## config.mk

```make
export PLATFORM = sky130hd
export DESIGN_NAME = pd_addsub_unit
export DESIGN_NICKNAME = d
export VERILOG_FILES = /design/src/rtl/pd_pkg.sv /design/src/rtl/pd_operand_check.sv /design/src/rtl/pd_digit_alu.sv /design/src/rtl/pd_addsub_unit.sv
export SDC_FILE = /design/constraint.sdc
export NUM_CORES = 2
export LEC_CHECK = 0
export BUFFER_PORTS_ARGS = -buffer_cell sky130_fd_sc_hd__buf_2
export CORE_MARGIN = 1.5
export CORE_UTILIZATION = 25
export CTS_BUF_LIST = sky130_fd_sc_hd__clkbuf_8 sky130_fd_sc_hd__clkbuf_16
export CTS_CLUSTER_DIAMETER = 100
export DETAILED_ROUTE_END_ITERATION = 10
export SYNTH_ARGS = -nofsm -noshare
export SYNTH_HDL_FRONTEND = slang
export SYNTH_SLANG_ARGS = --single-unit
```

## constraint.sdc

```tcl
create_clock -name clk -period 8.03 [get_ports clk]
set_input_delay 0 -clock clk [delete_from_list [all_inputs] [get_ports clk]]
set_output_delay 0 -clock clk [all_outputs]
set_load 0.01 [all_outputs]
```

## src/rtl/pd_pkg.sv

```systemverilog
package pd_pkg;
  typedef enum logic [1:0] {
    PD_ADD = 2'd0,
    PD_SUB = 2'd1,
    PD_ZAP = 2'd2,
    PD_RSV = 2'd3
  } pd_op_e;

  typedef enum logic [2:0] {
    ST_IDLE,
    ST_SETUP,
    ST_RUN,
    ST_FIN,
    ST_HOLD
  } pd_state_e;

  localparam logic [3:0] SIGN_POS = 4'hC;
  localparam logic [3:0] SIGN_NEG = 4'hD;

  function automatic logic sign_is_neg(input logic [3:0] s);
    return (s == 4'hB) || (s == 4'hD);
  endfunction
endpackage

```

## src/rtl/pd_operand_check.sv

```systemverilog
// Validates one packed-decimal field and extracts its digit magnitude.
module pd_operand_check
  import pd_pkg::*;
#(
  parameter int MAX_BYTES = 16
) (
  input  logic [8*MAX_BYTES-1:0]       field,
  input  logic [$clog2(MAX_BYTES)-1:0] len_code,
  output logic                         bad,
  output logic                         neg,
  output logic [4*(2*MAX_BYTES-1)-1:0] mag
);
  localparam int ND = 2*MAX_BYTES-1;

  always_comb begin
    bad = (field[3:0] < 4'hA);
    neg = sign_is_neg(field[3:0]);
    mag = '0;
    for (int k = 0; k < ND; k++) begin
      if (k < 2*int'(len_code)+1) begin
        mag[4*k +: 4] = field[4*k+4 +: 4];
        if (field[4*k+4 +: 4] > 4'd9) bad = 1'b1;
      end
    end
  end
endmodule

```

## src/rtl/pd_digit_alu.sv

```systemverilog
// One BCD digit of add (with carry) or subtract (with borrow).
module pd_digit_alu (
  input  logic [3:0] a,
  input  logic [3:0] b,
  input  logic       cin,
  input  logic       sub,
  output logic [3:0] d,
  output logic       cout
);
  logic [4:0] t;

  always_comb begin
    if (sub) begin
      t    = {1'b0, a} - {1'b0, b} - {4'b0, cin};
      cout = t[4];
      d    = t[4] ? (t[3:0] + 4'd10) : t[3:0];
    end else begin
      t    = {1'b0, a} + {1'b0, b} + {4'b0, cin};
      cout = (t > 5'd9);
      d    = cout ? 4'(t - 5'd10) : t[3:0];
    end
  end
endmodule

```

## src/rtl/pd_addsub_unit.sv

```systemverilog
module pd_addsub_unit
  import pd_pkg::*;
#(
  parameter int MAX_BYTES = 16
) (
  input  logic                         clk,
  input  logic                         rst_n,
  input  logic                         cmd_valid,
  output logic                         cmd_ready,
  input  logic [1:0]                   cmd_op,
  input  logic [$clog2(MAX_BYTES)-1:0] cmd_len1,
  input  logic [$clog2(MAX_BYTES)-1:0] cmd_len2,
  input  logic [8*MAX_BYTES-1:0]       cmd_opnd1,
  input  logic [8*MAX_BYTES-1:0]       cmd_opnd2,
  output logic                         busy,
  output logic                         res_valid,
  input  logic                         res_ready,
  output logic [8*MAX_BYTES-1:0]       res_data,
  output logic [1:0]                   res_cc,
  output logic                         res_ovf,
  output logic                         res_dexc
);
  localparam int LW = $clog2(MAX_BYTES);
  localparam int ND = 2*MAX_BYTES-1;
  localparam int DW = 4*ND;
  localparam int W  = 8*MAX_BYTES;
  localparam int CW = $clog2(ND+1);

  pd_state_e state;
  pd_op_e    op_q;
  logic [1:0][LW-1:0] len_q;
  logic [1:0][W-1:0]  fld_q;
  logic [DW-1:0] big_q, small_q, acc_q;
  logic          eff_sub_q, neg_q, carry_q, lost_q, nz_q, dexc_q;
  logic [CW-1:0] idx_q, nd_q, nd1_q;

  // Per-operand validation and magnitude extraction
  logic [1:0]         bad_w, neg_w;
  logic [1:0][DW-1:0] mag_w;

  for (genvar g = 0; g < 2; g++) begin : g_chk
    pd_operand_check #(.MAX_BYTES(MAX_BYTES)) u_chk (
      .field    (fld_q[g]),
      .len_code (len_q[g]),
      .bad      (bad_w[g]),
      .neg      (neg_w[g]),
      .mag      (mag_w[g])
    );
  end

  // Setup decisions
  logic          is_zap, sa, sb, swap, bad_any;
  logic [DW-1:0] ma, mb;
  logic [LW-1:0] lmax;

  always_comb begin
    is_zap  = (op_q == PD_ZAP);
    sb      = neg_w[1] ^ (op_q == PD_SUB);
    sa      = is_zap ? sb : neg_w[0];
    ma      = is_zap ? '0 : mag_w[0];
    mb      = mag_w[1];
    swap    = (sa != sb) && (mb > ma);
    bad_any = bad_w[1] | (~is_zap & bad_w[0]);
    lmax    = (len_q[0] > len_q[1]) ? len_q[0] : len_q[1];
  end

  // Digit datapath
  logic [3:0] dig;
  logic       dig_c;

  pd_digit_alu u_alu (
    .a    (big_q[3:0]),
    .b    (small_q[3:0]),
    .cin  (carry_q),
    .sub  (eff_sub_q),
    .d    (dig),
    .cout (dig_c)
  );

  // Finish-time flags
  logic       fin_carry, fin_nz, fin_ovf;
  logic [1:0] fin_cc;

  always_comb begin
    fin_carry = carry_q & ~eff_sub_q;
    fin_nz    = nz_q | fin_carry;
    fin_ovf   = lost_q | fin_carry;
    if (fin_ovf)      fin_cc = 2'd3;
    else if (!fin_nz) fin_cc = 2'd0;
    else if (neg_q)   fin_cc = 2'd1;
    else              fin_cc = 2'd2;
  end

  assign cmd_ready = (state == ST_IDLE);
  assign busy      = (state == ST_SETUP) || (state == ST_RUN) || (state == ST_FIN);

  always_ff @(posedge clk) begin
    if (!rst_n) begin
      state     <= ST_IDLE;
      op_q      <= PD_ADD;
      len_q     <= '0;
      fld_q     <= '0;
      big_q     <= '0;
      small_q   <= '0;
      acc_q     <= '0;
      eff_sub_q <= 1'b0;
      neg_q     <= 1'b0;
      carry_q   <= 1'b0;
      lost_q    <= 1'b0;
      nz_q      <= 1'b0;
      dexc_q    <= 1'b0;
      idx_q     <= '0;
      nd_q      <= '0;
      nd1_q     <= '0;
      res_valid <= 1'b0;
      res_data  <= '0;
      res_cc    <= 2'd0;
      res_ovf   <= 1'b0;
      res_dexc  <= 1'b0;
    end else begin
      case (state)
        ST_IDLE: if (cmd_valid) begin
          op_q     <= pd_op_e'(cmd_op);
          len_q[0] <= cmd_len1;
          len_q[1] <= cmd_len2;
          fld_q[0] <= cmd_opnd1;
          fld_q[1] <= cmd_opnd2;
          state    <= ST_SETUP;
        end
        ST_SETUP: begin
          dexc_q <= bad_any;
          if (bad_any) begin
            state <= ST_FIN;
          end else begin
            big_q     <= swap ? mb : ma;
            small_q   <= swap ? ma : mb;
            neg_q     <= swap ? sb : sa;
            eff_sub_q <= (sa != sb);
            carry_q   <= 1'b0;
            lost_q    <= 1'b0;
            nz_q      <= 1'b0;
            acc_q     <= '0;
            idx_q     <= '0;
            nd_q      <= CW'(2*int'(lmax)+1);
            nd1_q     <= CW'(2*int'(len_q[0])+1);
            state     <= ST_RUN;
          end
        end
        ST_RUN: begin
          if (idx_q < nd1_q)        acc_q[4*idx_q +: 4] <= dig;
          else if (dig != 4'd0)     lost_q <= 1'b1;
          if (dig != 4'd0)          nz_q <= 1'b1;
          carry_q <= dig_c;
          big_q   <= big_q >> 4;
          small_q <= small_q >> 4;
          idx_q   <= idx_q + CW'(1);
          if (idx_q + CW'(1) == nd_q) state <= ST_FIN;
        end
        ST_FIN: begin
          res_valid <= 1'b1;
          state     <= ST_HOLD;
          if (dexc_q) begin
            res_data <= fld_q[0];
            res_cc   <= 2'd0;
            res_ovf  <= 1'b0;
            res_dexc <= 1'b1;
          end else begin
            res_data <= {acc_q, (fin_nz && neg_q) ? SIGN_NEG : SIGN_POS};
            res_cc   <= fin_cc;
            res_ovf  <= fin_ovf;
            res_dexc <= 1'b0;
          end
        end
        ST_HOLD: if (res_ready) begin
          res_valid <= 1'b0;
          state     <= ST_IDLE;
        end
        default: state <= ST_IDLE;
      endcase
    end
  end
endmodule

```

== After elaboration in Yosys (flattened, before gate mapping) ==
Cells that the tools add are included.
W data, S select, Z words.

* $add $sub $neg: 11
* Order comparisons: 130
* Eq/ne operators: 19
* Shift-type cells: 2
* Multiplexer cells: 227
* Bitwise logic cells: 9
* Reduce and logical (&&, ||, !) cells: 18

{| class="wikitable"
|+ Operator list
! operator !! number
|-
| $lt A6 B32 Y1 const A || 30
|-
| $mux W124 || 7
|-
| $pmux W124 S2 || 3
|-
| $lt A5 B32 Y1 const A || 12
|-
| $mux W4 || 66
|-
| $gt A4 B4 Y1 const B || 62
|-
| $mux W1 || 135
|-
| $lt A4 B32 Y1 const A || 4
|-
| $mux W128 || 1
|-
| $bwmux W124 || 1
|-
| $gt A124 B124 Y1 || 1
|-
| $shift A4 B34 Y124 const A || 1
|-
| $shiftx A4 B34 Y124 || 1
|-
| $lt A3 B32 Y1 const A || 2
|-
| $neg A7 Y34 || 1
|-
| $lt A1 B32 Y1 const A || 1
|-
| $lt A2 B32 Y1 const A || 1
|-
| $lt A3 B6 Y1 const A || 4
|-
| $lt A4 B6 Y1 const A || 4
|-
| $eq A4 B4 Y1 const B || 4
|-
| $pmux W3 S5 || 1
|-
| $add A5 B1 Y6 const B || 2
|-
| $lt A1 B6 Y1 const A || 2
|-
| $lt A2 B6 Y1 const A || 2
|-
| 37 further kinds || 68
|}

* Flip-flop bits (word level): 795
* Bits of input ports: 270
* Output and inout port bits: 135
* Word-level logic and storage cells: 439

== Depth between registers and ports, before layout ==
* Word-level depth: 67
* Gate-level depth with buffers: 21
* Mapped depth without buffers: 15

== Hierarchy ==
A second synthesis with hierarchy kept.

* Cell total of the unflattened synthesis: 4,895
* Area total of the unflattened synthesis: 41,860.1 sq um

{| class="wikitable"
|+ By module, submodules not included
! module !! instances !! cells each !! area an instance (sq um) !! seq. area each (sq um)
|-
| pd_addsub_unit || 1 || 4,417 || 38,594.5 || 15,895.2
|-
| pd_operand_check (g_chk[1].u_chk) || 1 || 202 || 1,367.6 || 0.0
|-
| pd_operand_check (g_chk[0].u_chk) || 1 || 204 || 1,318.8 || 0.0
|-
| pd_digit_alu || 1 || 72 || 579.3 || 0.0
|}

== Worst setup path after synthesis ==
OpenSTA, ideal clock, no wires.

* Path type: register to register
* From: register len_q[3] (netlist name)
* To: register small_q[100]
* Arrival time: 4.270 ns
* Required time: 7.889 ns
* Setup slack: 3.619 ns
* Stages on the path, launching flop included: 22
* Buffers on the path: 6
* Period minus slack after synthesis: 4.411 ns
* Cell sequence: dfxtp_1 -> clkbuf_1 -> clkinv_1 -> nor2_1 -> and2_1 -> clkbuf_1 -> nor2b_1 -> clkbuf_1 -> nand2_1 -> ha_1 -> a21o_1 -> nand3_1 -> a21oi_1 -> o31ai_1 -> nand4_1 -> a41o_1 -> o211a_1 -> nand2b_1 -> buf_2 -> buf_2 -> clkbuf_1 -> o221ai_1

* Cells in the longest elaborated chain, start to end: 67

{| class="wikitable"
|+ Ends and longest elaborated chain
! element !! line !! RTL
|-
| start: declaration || pd_addsub_unit.sv:31 || <nowiki>logic [1:0][LW-1:0] len_q;</nowiki>
|-
| $add A5 B1 Y6 (*) || pd_operand_check.sv:20 || <nowiki>if (k < 2*int'(len_code)+1) begin</nowiki>
|-
| $lt A1 B32 Y1 || pd_operand_check.sv:20 ||
|-
| $mux W1 || pd_operand_check.sv:20 ||
|-
| $mux W1 || pd_operand_check.sv:22 || <nowiki>if (field[4*k+4 +: 4] > 4'd9) bad = 1'b1;</nowiki>
|-
| $mux W1 || pd_operand_check.sv:20 ||
|-
| $mux W1 || pd_operand_check.sv:22 ||
|-
| $mux W1 || pd_operand_check.sv:20 ||
|-
| $mux W1 || pd_operand_check.sv:22 ||
|-
| [51 not listed] || -- ||
|-
| $mux W1 || pd_operand_check.sv:22 ||
|-
| $mux W1 || pd_operand_check.sv:20 ||
|-
| $mux W1 || pd_operand_check.sv:22 ||
|-
| $mux W1 || pd_operand_check.sv:20 ||
|-
| $and A1 B1 Y1 || pd_addsub_unit.sv:63 || <nowiki>bad_any = bad_w[1] | (~is_zap & bad_w[0]);</nowiki>
|-
| $or A1 B1 Y1 || pd_addsub_unit.sv:63 ||
|-
| $ne A2 B2 Y1 (no line) || -- ||
|-
| $reduce_and A2 Y1 (no line) || -- ||
|-
| end signal: assignment || pd_addsub_unit.sv:136 || <nowiki>small_q <= swap ? ma : mb;</nowiki>
|-
| end signal: assignment || pd_addsub_unit.sv:155 || <nowiki>small_q <= small_q >> 4;</nowiki>
|-
| end: declaration || pd_addsub_unit.sv:33 || <nowiki>logic [DW-1:0] big_q, small_q, acc_q;</nowiki>
|}

Mark *: on every way between the ends. The rest lies on a longest branch, timed or not. The select of a mux whose other input is x is not followed.
A chain may end at the register's enable or synchronous reset.

== Worst setup path after layout ==
* From: register len_q[3] (netlist name)
* To: register big_q[117]

* Cells in the longest elaborated chain, start to end: 67

{| class="wikitable"
|+ Ends and longest elaborated chain
! element !! line !! RTL
|-
| $add A5 B1 Y6 (*) || pd_operand_check.sv:20 ||
|-
| $lt A1 B32 Y1 || pd_operand_check.sv:20 ||
|-
| $mux W1 || pd_operand_check.sv:20 ||
|-
| $mux W1 || pd_operand_check.sv:22 ||
|-
| $mux W1 || pd_operand_check.sv:20 ||
|-
| $mux W1 || pd_operand_check.sv:22 ||
|-
| $mux W1 || pd_operand_check.sv:20 ||
|-
| $mux W1 || pd_operand_check.sv:22 ||
|-
| [51 not listed] || -- ||
|-
| $mux W1 || pd_operand_check.sv:22 ||
|-
| $mux W1 || pd_operand_check.sv:20 ||
|-
| $mux W1 || pd_operand_check.sv:22 ||
|-
| $mux W1 || pd_operand_check.sv:20 ||
|-
| $and A1 B1 Y1 || pd_addsub_unit.sv:63 ||
|-
| $or A1 B1 Y1 || pd_addsub_unit.sv:63 ||
|-
| $ne A2 B2 Y1 (no line) || -- ||
|-
| $reduce_and A2 Y1 (no line) || -- ||
|-
| end signal: assignment || pd_addsub_unit.sv:135 || <nowiki>big_q <= swap ? mb : ma;</nowiki>
|-
| end signal: assignment || pd_addsub_unit.sv:154 || <nowiki>big_q <= big_q >> 4;</nowiki>
|-
| end: declaration || pd_addsub_unit.sv:33 ||
|}

Marks and branches as above.

==> impl_metrics.py <==
metrics = {
    "synth": {
        "syn_area_sq_um": 38800,
        "syn_area_per_cell_sq_um": 7.79,
        "ys_async_sr_fraction_pct": 0,
        "synth_nets": 5404,
        "synth_edf_count": 0,
        "ys_ff_latch": 794,
        "ys_warn_count": 0,
        "ys_types": 73,
        "synth_seq_area_share_pct": 41.0,
        "synth_cells": 4979,
        "synth_top_flop_cell": "dfxtp_1",
    },
    "drt": {
        "dr.pass1.iters": 8,
        "drcViolationCount": 0,
        "drt_iter0_drc": 4089,
        "num_vias": 39400,
        "vias_per_cell": 5.16,
        "ant_nets": 0,
        "totalWireLength_um": 173000,
        "wl_per_cell_um": 22.6,
    },
    "critical_path": {
        "crit_path_end_kind": "flip-flop",
        "slowest_stage": "or2_4",
        "slowest_delay_ps": 780,
        "path_cells": "clkinv_1 > nor2_1 > and2_1 > nor2b_1 > nand2_1 > ha_1 > nand4_1 > nor2_1 > nand3_1 > nor3_1 > a41o_1 > o211a_1 > or2_4 > buf_4 > o221ai_1",
        "crit_top_cell": "nor2_1",
        "cp.arrival_ps": 7520,
        "required_ps": 8540,
        "worstSetupPathType": "flip-flop to flip-flop",
        "critPathLaunchType": "flip-flop",
        "crit_fanout": 43,
    },
    "final_layout": {
        "fin_util_pct": 31.8,
        "layout.nets": 5944,
        "syn2layout_area_growth_pct": 26.5,
        "drive_gt1_share_pct": 13.1,
    },
    "floorplanning": {
        "design.die.area_sq_um": 158000,
        "row_count": 144,
        "coreArea_sq_um": 154000,
        "io_pins": 405,
        "start_util_pct": 25.2,
        "die_y_um": 397,
        "die_x_um": 397,
    },
    "clock_tree": {
        "clk_latency_ps": 740,
        "cts_buffers": 90,
        "clockRootBuffer": "clkbuf_16",
        "cts.sinks": 794,
        "post_cts_buffers": 0,
        "clockBufferDepth": 3,
        "cts.clk_slew.worst_paths_ps": 60,
        "cts_tree": "yes",
        "ctsHtreeMaxLevel": 3,
    },
    "global_routing": {
        "antenna_found_initial": 7,
        "grt_pass1_wl_um": 249000,
        "grt_usage_pct": 21.1,
        "grt_max_degree": 181,
        "grt_overflow_total": 0,
        "grt_pass1_vias": 37100,
    },
    "power": {
        "internal-power_mw": 7.39,
        "clkPwrFrac_pct": 40.1,
        "cellLeakagePower_nw": 18.8,
        "swShare_pct": 32.9,
        "power_density_nw_per_um2": 224,
        "peakVddDrop_uv": 167,
        "p_comb_share_pct": 18.7,
        "p_switching_mw": 3.62,
        "p_seq_share_pct": 41.1,
    },
    "placement": {
        "io_buffers": 404,
        "dp_hpwl_um": 126000,
        "place_congestion": 0.950,
    },
    "run_status": {
        "status": "complete, no violations",
    },
    "timing": {
        "setup_viol": 0,
        "worst_pin_slew_ps": 1330,
        "finClkSkew_ps": 57.2,
        "fin_setup_tns_ps": 0,
        "slew_violations": 0,
        "slew_headroom_pct": 10.5,
        "fin_crit_sh_pct": 87.4,
        "period_minus_slack_ps": 7020,
        "rsz0062_at_grt": "no",
        "fmax_mhz": 143,
        "hold_viol_final": 0,
    },
    "flow_run": {
        "maxCapViolations": 0,
    },
    "worst_hold_path": {
        "hold_class": "input port to flip-flop",
    },
}
## registers in the layout (all words and copies together), names as in the netlist, 2 cells and up
register and cells:
res_data 128, acc_q 124, nd1_q 4, idx_q 5
fld_q 256, big_q 124, len_q 8, small_q 124
op_q 2, nd_q 5, res_cc 2, state 3
## cells by family after synthesis
group,share of synthesized area [%]
compound gates,23.2
xor+xnor,0.519
fa+ha+maj,5.08
buf+inv,5.48
flops,41.0
mux,3.91
simple gates,20.8
## synthesized netlist by cell type, drive strengths merged (5+ instances only)
cell	instances	area (sq um)
o22ai	7	43.8
o221ai	235	2510
o31ai	8	87.6
nand2b	10	62.6
ha	151	1890
inv	159	597
clkbuf	281	1050
xnor2	13	114
a21o	16	120
a21boi	7	52.6
nand2	1621	6080
nand4	41	257
and3	14	87.6
a221o	5	50.1
and2	10	62.6
o21ai	364	1820
a211oi	130	976
nor2	241	907
a21oi	345	1730
mux2	11	124
dfxtp	794	15900
or2	5	33.8
o21a	12	90.1
xor2	10	87.6
o211ai	8	60.1
buf	70	469
nor2b	12	75.1
o2bb2ai	36	315
a311oi	5	43.8
nand3	28	140
nor3	34	175
or3	8	50.1
a32o	9	90.1
nor4	16	106
o21bai	5	37.5
a22o	75	657
mux2i	139	1390
## area by class of cell
cell class                      count  area [sq um]
Timing Repair Buffer              799          5960
Clock inverter                     60           696
Tap cell                         2044          2560
Antenna cell                        3          7.51
Multi-Input combinational cell   3674         20900
Inverter                          160           608
Fill cell                       16400        105000
Sequential cell                   794         15900
Clock buffer                      104          2440
## critical path, delay by kind of cell, from the launching register on
kind            cells  cell delay (ps)
compound gates      3             1170
simple gates        9             3930
buf+inv             2              750
fa+ha+maj           1              370
flops               1              570
## through the flow
stage	hold WS (ps)	cell area, sq um	setup slack [ps]	std cells	total power [mW]
floorplan	136	38800	3620	4979	5.61
global placement	245	42500	1450	7133	6.45
detailed placement	249	42500	1200	7133	6.47
CTS	15.3	49000	1150	7635	11.0
global route	57.4	49000	718	7635	11.4
finish	54.7	49100	1010	7638	11.0
## per-layer routing
| metal | share of wire [%] | global-route usage [%] |
|---|---|---|
| met5 | 0.031 | 0 |
| met4 | 3.6 | 7.19 |
| met3 | 8.2 | 3.93 |
| met2 | 45 | 33.5 |
| met1 | 43 | 28.4 |
## power by group through the flow
stage / Combinational (mW) / Sequential, mW / Clock, mW
finish: 2.06 / 4.53 / 4.42
global placement: 1.84 / 4.61 / 0
detailed placement: 1.86 / 4.61 / 0
global route: 2.22 / 4.54 / 4.63
floorplan: 1.20 / 4.41 / 0
CTS: 2.03 / 4.52 / 4.49
## final timing paths
path / endpoint / startpoint / cells past startpoint / slack, ps
max: big_q[117] / len_q[3] / 15 / 1010
min: fld_q[71] / cmd_opnd1[71] / 4 / 50
max reg2reg: big_q[117] / len_q[3] / 15 / 1010
min reg2reg: fld_q[236] / fld_q[236] / 2 / 460
## layout by cell type, fill, tap and decap left out, types with 9 or more instances in the layout
master	n
nand3_1	27
mux2i_1	139
a21o_1	16
o21a_1	12
mux2_2	11
nand2_1	1619
o21ai_0	359
nor2_1	236
bufinv_16	10
xnor2_1	13
nor2b_1	12
clkbuf_16	90
clkbuf_8	14
o2bb2ai_1	36
nand2b_1	9
nand4_1	41
o221ai_2	72
and2_1	9
dfxtp_1	793
buf_4	47
nor4_1	14
xor2_1	10
ha_1	151
a32o_1	9
inv_1	168
a211oi_1	130
a21oi_1	345
nor3_1	26
o221ai_1	163
and3_1	13
buf_2	403
dlygate4sd3_1	338
a22o_1	75
buf_12	10
clkinv_2	18
## repair_timing
action                    4_1_cts  5_1_grt
hold buffers                  338        0
resized for setup               0        0
hold endpoints to repair      302        0
No activity file was read; power rests on OpenSTA's default activity.
